$ cat config.mk
export PLATFORM = sky130hd
export DESIGN_NAME = rs_page_parity
export DESIGN_NICKNAME = d
export VERILOG_FILES = /design/src/rtl/rs_pkg.sv /design/src/rtl/rs_ctrl.sv /design/src/rtl/rs_lfsr.sv /design/src/rtl/rs_reg_bank.sv /design/src/rtl/rs_page_parity.sv
export SDC_FILE = /design/constraint.sdc
export NUM_CORES = 1
export LEC_CHECK = 0
export BUFFER_PORTS_ARGS = -buffer_cell sky130_fd_sc_hd__buf_4
export CORE_MARGIN = 2
export CORE_UTILIZATION = 55
export CTS_BUF_LIST = sky130_fd_sc_hd__clkbuf_4 sky130_fd_sc_hd__clkbuf_8
export DETAILED_ROUTE_END_ITERATION = 7
export PLACE_DENSITY = 0.78
export SLEW_MARGIN = 5
export SYNTH_ARGS = -nofsm -noshare
export SYNTH_HDL_FRONTEND = slang
export SYNTH_SLANG_ARGS = --single-unit
$ cat constraint.sdc
create_clock -name clk_i -period 2.9 [get_ports clk_i]
set_clock_uncertainty 0.15 [all_clocks]
set_input_delay 0.58 -clock clk_i [delete_from_list [all_inputs] [get_ports clk_i]]
set_output_delay 0.58 -clock clk_i [all_outputs]
set_load 0.01 [all_outputs]
$ cat src/rtl/rs_pkg.sv
package rs_pkg;
  localparam int SYM_W      = 10;
  localparam int NPAR       = 6;
  localparam logic [SYM_W:0] FIELD_POLY = 11'h409;
  localparam int BANK_BYTES = (NPAR * SYM_W + 7) / 8;
  localparam int PAD_BITS   = BANK_BYTES * 8 - NPAR * SYM_W;
  localparam int ADDR_W     = $clog2(2 * BANK_BYTES + 1);
  localparam int REG_W      = 16;

  typedef logic [SYM_W-1:0] sym_t;
  typedef logic [NPAR-1:0][SYM_W-1:0] par_vec_t;

  function automatic sym_t gf_mul(sym_t a, sym_t b);
    sym_t acc, sh;
    acc = '0;
    sh  = a;
    for (int i = 0; i < SYM_W; i++) begin
      if (b[i]) acc ^= sh;
      sh = sh[SYM_W-1] ? ((sh << 1) ^ FIELD_POLY[SYM_W-1:0]) : (sh << 1);
    end
    return acc;
  endfunction

  // product of (x + alpha^i) for i = 0..NPAR-1, monic term dropped
  function automatic par_vec_t gen_poly();
    sym_t     g [NPAR+1];
    sym_t     root;
    par_vec_t res;
    for (int k = 0; k <= NPAR; k++) g[k] = '0;
    g[0] = sym_t'(1);
    root = sym_t'(1);
    for (int i = 0; i < NPAR; i++) begin
      for (int k = NPAR; k > 0; k--) g[k] = g[k-1] ^ gf_mul(g[k], root);
      g[0] = gf_mul(g[0], root);
      root = gf_mul(root, sym_t'(2));
    end
    for (int k = 0; k < NPAR; k++) res[k] = g[k];
    return res;
  endfunction
endpackage

$ cat src/rtl/rs_ctrl.sv
module rs_ctrl
  import rs_pkg::*;
#(
  parameter int PAGE_BYTES = 512
) (
  input  logic       clk_i,
  input  logic       rst_ni,
  input  logic       ctrl_we_i,
  input  logic [7:0] ctrl_wdata_i,
  input  logic       strb_i,
  input  sym_t       sym_i,
  output logic       clr_o,
  output logic       adv_o,
  output sym_t       feed_o,
  output logic       gen_mode_o,
  output logic       full_o
);
  localparam int CODE_N = PAGE_BYTES + NPAR;
  localparam int CNT_W  = $clog2(CODE_N + 1);
  localparam logic [CNT_W-1:0] DATA_LEN = CNT_W'(PAGE_BYTES);
  localparam logic [CNT_W-1:0] CODE_LEN = CNT_W'(CODE_N);
  localparam int CLR_BIT = 7;
  localparam int GEN_BIT = 6;
  localparam int EN_BIT  = 5;

  logic             gen_q, en_q;
  logic [CNT_W-1:0] cnt_q, limit;
  logic             unused_wdata;

  assign unused_wdata = ^ctrl_wdata_i[4:0];
  assign limit      = gen_q ? DATA_LEN : CODE_LEN;
  assign clr_o      = ctrl_we_i & ctrl_wdata_i[CLR_BIT];
  assign adv_o      = strb_i & en_q & ~ctrl_we_i & (cnt_q < limit);
  assign feed_o     = (cnt_q < DATA_LEN) ? {{(SYM_W-8){1'b0}}, ~sym_i[7:0]} : sym_i;
  assign gen_mode_o = gen_q;
  assign full_o     = (cnt_q == CODE_LEN);

  always_ff @(posedge clk_i or negedge rst_ni) begin
    if (!rst_ni) begin
      gen_q <= 1'b0;
      en_q  <= 1'b0;
      cnt_q <= '0;
    end else if (ctrl_we_i) begin
      gen_q <= ctrl_wdata_i[GEN_BIT];
      en_q  <= ctrl_wdata_i[EN_BIT];
      if (ctrl_wdata_i[CLR_BIT]) cnt_q <= '0;
    end else if (adv_o) begin
      cnt_q <= cnt_q + 1'b1;
    end
  end

  assert_cnt_bound_R10: assert property (@(posedge clk_i) disable iff (!rst_ni)
    cnt_q <= CODE_LEN);
  assert_clear_cnt_R8: assert property (@(posedge clk_i) disable iff (!rst_ni)
    (ctrl_we_i && ctrl_wdata_i[CLR_BIT]) |=> (cnt_q == '0));
  assert_freeze_cnt_R9: assert property (@(posedge clk_i) disable iff (!rst_ni)
    (!en_q && !ctrl_we_i) |=> $stable(cnt_q));
endmodule

$ cat src/rtl/rs_lfsr.sv
module rs_lfsr
  import rs_pkg::*;
(
  input  logic     clk_i,
  input  logic     rst_ni,
  input  logic     clr_i,
  input  logic     adv_i,
  input  sym_t     sym_i,
  output par_vec_t rem_o
);
  localparam par_vec_t GEN = gen_poly();

  sym_t rem_q [NPAR];
  sym_t fb;

  assign fb = sym_i ^ rem_q[NPAR-1];

  for (genvar k = 0; k < NPAR; k++) begin : g_stage
    sym_t prod, nxt;
    assign prod = gf_mul(fb, GEN[k]);
    if (k == 0) begin : g_low
      assign nxt = prod;
    end else begin : g_up
      assign nxt = rem_q[k-1] ^ prod;
    end
    always_ff @(posedge clk_i or negedge rst_ni) begin
      if (!rst_ni)     rem_q[k] <= '0;
      else if (clr_i)  rem_q[k] <= '0;
      else if (adv_i)  rem_q[k] <= nxt;
    end
    assign rem_o[k] = rem_q[k];
  end

  assert_clear_stages_R8: assert property (@(posedge clk_i) disable iff (!rst_ni)
    clr_i |=> (rem_o == '0));
  assert_hold_stages_R9: assert property (@(posedge clk_i) disable iff (!rst_ni)
    (!adv_i && !clr_i) |=> $stable(rem_o));
endmodule

$ cat src/rtl/rs_reg_bank.sv
module rs_reg_bank
  import rs_pkg::*;
(
  input  logic              clk_i,
  input  logic              rst_ni,
  input  par_vec_t          rem_i,
  input  logic              err_i,
  input  logic [ADDR_W-1:0] rd_addr_i,
  output logic [REG_W-1:0]  rd_data_o
);
  localparam int VEC_W = BANK_BYTES * 8;
  localparam logic [ADDR_W-1:0] STAT_ADDR = ADDR_W'(2 * BANK_BYTES);
  localparam logic [ADDR_W-1:0] LAST_T    = ADDR_W'(BANK_BYTES - 1);
  localparam logic [ADDR_W-1:0] LAST_I    = ADDR_W'(2 * BANK_BYTES - 1);

  logic [VEC_W-1:0] packed_v;
  logic [7:0] true_b [BANK_BYTES];
  logic [7:0] pad_b  [BANK_BYTES];
  logic [7:0] inv_b  [BANK_BYTES];

  always_comb begin
    packed_v = '1;
    for (int k = 0; k < NPAR; k++) packed_v[SYM_W*(NPAR-1-k) +: SYM_W] = rem_i[k];
  end

  for (genvar b = 0; b < BANK_BYTES; b++) begin : g_byte
    for (genvar j = 0; j < 8; j++) begin : g_bit
      assign true_b[b][j] = packed_v[8*b+7-j];
      assign pad_b[b][j]  = ((8*b+7-j) >= NPAR*SYM_W);
    end
    assign inv_b[b] = ~true_b[b] | pad_b[b];
  end

  always_comb begin
    rd_data_o = '0;
    for (int b = 0; b < BANK_BYTES; b++) begin
      if (rd_addr_i == ADDR_W'(b))              rd_data_o[7:0] = true_b[b];
      if (rd_addr_i == ADDR_W'(b + BANK_BYTES)) rd_data_o[7:0] = inv_b[b];
    end
    if (rd_addr_i == STAT_ADDR) rd_data_o[7] = err_i;
  end

  assert_pad_ones_R5: assert property (@(posedge clk_i) disable iff (!rst_ni)
    (rd_addr_i == LAST_T || rd_addr_i == LAST_I) |-> (&rd_data_o[PAD_BITS-1:0]));
  assert_upper_zero_R11: assert property (@(posedge clk_i) disable iff (!rst_ni)
    rd_data_o[REG_W-1:8] == '0);
endmodule

$ cat src/rtl/rs_page_parity.sv
module rs_page_parity
  import rs_pkg::*;
#(
  parameter int PAGE_BYTES = 512
) (
  input  logic              clk_i,
  input  logic              rst_ni,
  input  logic              ctrl_we_i,
  input  logic [7:0]        ctrl_wdata_i,
  input  logic              strb_i,
  input  logic [SYM_W-1:0]  sym_i,
  input  logic [ADDR_W-1:0] rd_addr_i,
  output logic [REG_W-1:0]  rd_data_o
);
  logic     clr, adv, gen_mode, full, err;
  sym_t     feed;
  par_vec_t rem;

  rs_ctrl #(.PAGE_BYTES(PAGE_BYTES)) u_ctrl (
    .clk_i, .rst_ni, .ctrl_we_i, .ctrl_wdata_i, .strb_i, .sym_i,
    .clr_o(clr), .adv_o(adv), .feed_o(feed), .gen_mode_o(gen_mode), .full_o(full)
  );

  rs_lfsr u_lfsr (
    .clk_i, .rst_ni, .clr_i(clr), .adv_i(adv), .sym_i(feed), .rem_o(rem)
  );

  // error is only meaningful once a full check pass has been absorbed
  assign err = ~gen_mode & full & (|rem);

  rs_reg_bank u_bank (
    .clk_i, .rst_ni, .rem_i(rem), .err_i(err), .rd_addr_i, .rd_data_o
  );

  assert_err_full_R6: assert property (@(posedge clk_i) disable iff (!rst_ni)
    (err && !ctrl_we_i) |=> (err || $changed(rem)));
endmodule

==> metrics.txt <==
FILL cells 873; GR Overflow Total 0; Hold Vio Cnt, Final 0; Required @ worst endpoint 2170 ps; H-tree depth 3; Post-synth EDFFs 0; die width 109 µm; Slew Viols, Final 0; status finished, final reports clean; First-pass DRT Iterations 5; most frequent cells in the layout xnor2_1, o21ai_0, buf_4; Syn-to-layout area delta 15.5%; placed instance count 857; post-layout net count 758; CP cell instances nor4_1 -> nand3_1 -> nor4_2 -> nor4_1 -> nor2_1 -> o21ai_0 -> buf_4; crit path buf inv count 1; Final Instance Count excl. Fillers 873; Synth cell types 61; wire per inst 21.4 µm; Die ar. 11900 µm²; PwrDens 1230 nW/µm²; dominant synthesized flop cell dfrtp_1; Core Util, Final 0.649; DR vias 5473; diode count 0; final WL 18700 µm; Num Clock Sinks 72; Vias/cell 6.27; peak supply drop 0.000759 V; number of synthesized register bits 72; Tcrit/Tclk final 0.989; clock latency at the later pin of the worst-skew pair 360 ps; antenna violations before repair 0; FF/Latch Area 1810 µm²; Syn Inst Count 680; total power draw 8.62 mW; Tmin final 2870 ps; first-pass GRT wire length 28900 µm; CP max-delay cell dfrtp_1; IO buf count 29; Clock Path Buffers 2; number of global-route vias before repair 5223; mean area per synthesized cell 8.92 µm²; core area 10800 µm²; Synth Cell Area 6060 µm²; Crit path arrival time 2140 ps; startpoint types flip-flop; pre-CTS WS 71.9 ps; RSZ-0062 raised after global routing yes; CP max stage delay 460 ps; family with the most delay on the worst path simple AND/OR/NAND/NOR gates; worst-margin pin slew 932 ps; Setup WS post-layout 31.1 ps; Final ANT Viol Nets 0; yosys synthesis warning count 0; RePlAce Congestion 1.01; Max Fclk 349 MHz; most common cell after layout, fill and taps aside xnor2_1; Setup-failing EPs final 0; root buf cell clkbuf_8; share of layout cells above drive strength 1 0.187; Setup Buffers After CTS 0; CP Class flip-flop to primary output; Ports 43; sequential element share of the synthesized area 0.297; Detailed Place HPWL 13700 µm; Worst path most repeated cell nor4_1; Setup crit end kind primary output; CTS tree done; Remaining DRCs 0; max-cap viol count 0; slew margin rel. 0.379; initial core utilization 0.562; LEAKAGE 3.00 nW; Worst Path Max Fanout 4; GRT Total Usage 0.330; FF-to-FF setup slack 120 ps; clock buffer count from CTS 9; Die Y 109 µm; # rows 38; largest net degree at the start of global routing 117; initial drt markers 782; Hold Crit Class input port to asynchronous set/reset pin; area of the multi-input gates 4110 µm²; clk slew on worst S/H paths 80 ps; asr flop ratio synth 1.00
## flip-flops by register name, indices dropped and copies added, names as in the netlist
signal             flops
u_ctrl.cnt_q          10
u_ctrl.gen_mode_o      1
u_ctrl.en_q            1
u_lfsr.rem_o          60
## kinds of logic after synthesis
family | after synthesis | synth area share
compound gates | 146 | 0.142
fa+ha+maj | 3 | 0.00619
mux | 16 | 0.0270
other cells | 1 | 0.000618
simple gates | 196 | 0.160
buf+inv | 61 | 0.0458
flops | 72 | 0.297
xor+xnor | 185 | 0.322
## cells in the mapped netlist (2+ instances only)
master,instances,area share
xnor2_1,110,0.16
xnor2_2,8,0.021
nor3_1,8,0.0066
a32o_1,2,0.0033
nor2b_1,6,0.0062
nor2_1,39,0.024
or3_1,2,0.0021
clkbuf_1,33,0.020
a22oi_1,6,0.0074
nand3_1,65,0.054
a311oi_1,2,0.0029
a21o_1,3,0.0037
mux2i_1,13,0.021
o211ai_1,2,0.0025
inv_1,8,0.0050
o21ai_0,83,0.068
o22ai_1,4,0.0041
nand2b_1,6,0.0062
buf_1,7,0.0043
xnor3_2,2,0.0078
and3_1,5,0.0052
xor2_1,49,0.071
o31ai_1,5,0.0062
ha_1,3,0.0062
dfrtp_1,72,0.30
xnor2_4,2,0.0091
nor4_1,20,0.021
o21ai_1,2,0.0017
a31oi_1,3,0.0031
xnor3_1,10,0.037
xor3_1,2,0.0078
nand4_1,6,0.0062
a21oi_1,16,0.013
mux2_2,3,0.0056
and2_1,2,0.0021
nand3b_1,2,0.0025
nand2_1,31,0.019
buf_4,8,0.0099
a211oi_1,8,0.0099
## worst register-to-register path: cells and delay by family (launching register included)
kind / cells / cell delay [ps]
buffers and inverters: 1 / 170
AO/OA/AOI/OAI: 1 / 120
XOR/XNOR: 5 / 1700
flip-flops: 1 / 520
## what timing repair did
| action | CTS | global route |
|---|---|---|
| pin swaps | 0 | 1 |
| hold buffers | 0 | 0 |
| endpoints found under the setup margin | 2 | 3 |
| gates resized for setup | 3 | 17 |
## path summary, 6_finish.rpt
| path | startpoint | endpoint | cells after the start |
|---|---|---|---|
| max reg2reg | u_lfsr.rem_o[51] | u_lfsr.rem_o[32] | 7 |
| max | u_lfsr.rem_o[21] | rd_data_o[7] | 7 |
| min | rst_ni | u_lfsr.rem_o[33] | 1 |
| min in group clk_i | ctrl_wdata_i[5] | u_ctrl.en_q | 2 |
| min reg2reg | u_lfsr.rem_o[2] | u_lfsr.rem_o[2] | 2 |
| max in group asynchronous | rst_ni | u_lfsr.rem_o[56] | 1 |
## cell type report
class / instances / share of cell area
clock inverter: 7 / 0.0136
timing repair buffer: 81 / 0.0939
tap: 140 / 0.0250
sequential: 72 / 0.258
multi-input combinational: 554 / 0.586
inverter: 10 / 0.00536
clock buffer: 9 / 0.0177
## where the power goes
| group | internal, mW | switching [mW] |
|---|---|---|
| logic | 2.92 | 2.94 |
| clock network | 0.486 | 0.420 |
| registers | 1.29 | 0.555 |
## stage by stage
step / TNS, ps / instance area (µm²) / hold slack, ps
after detailed placement: 0 / 6700 / 372
after global routing: -43.3 / 7010 / 251
after global placement: 0 / 6700 / 368
after floorplan: 0 / 6090 / 134
final: 0 / 7010 / 181
after CTS: 0 / 6930 / 234
## metal layers
metal,part of all wire,up-vias,GRT usage
met5,0,-,0
met4,0.047,0,0.161
met3,0.10,69,0.0622
met2,0.46,357,0.524
met1,0.40,2593,0.434
li1,-,2454,-
(Power assumes the default switching activity.)
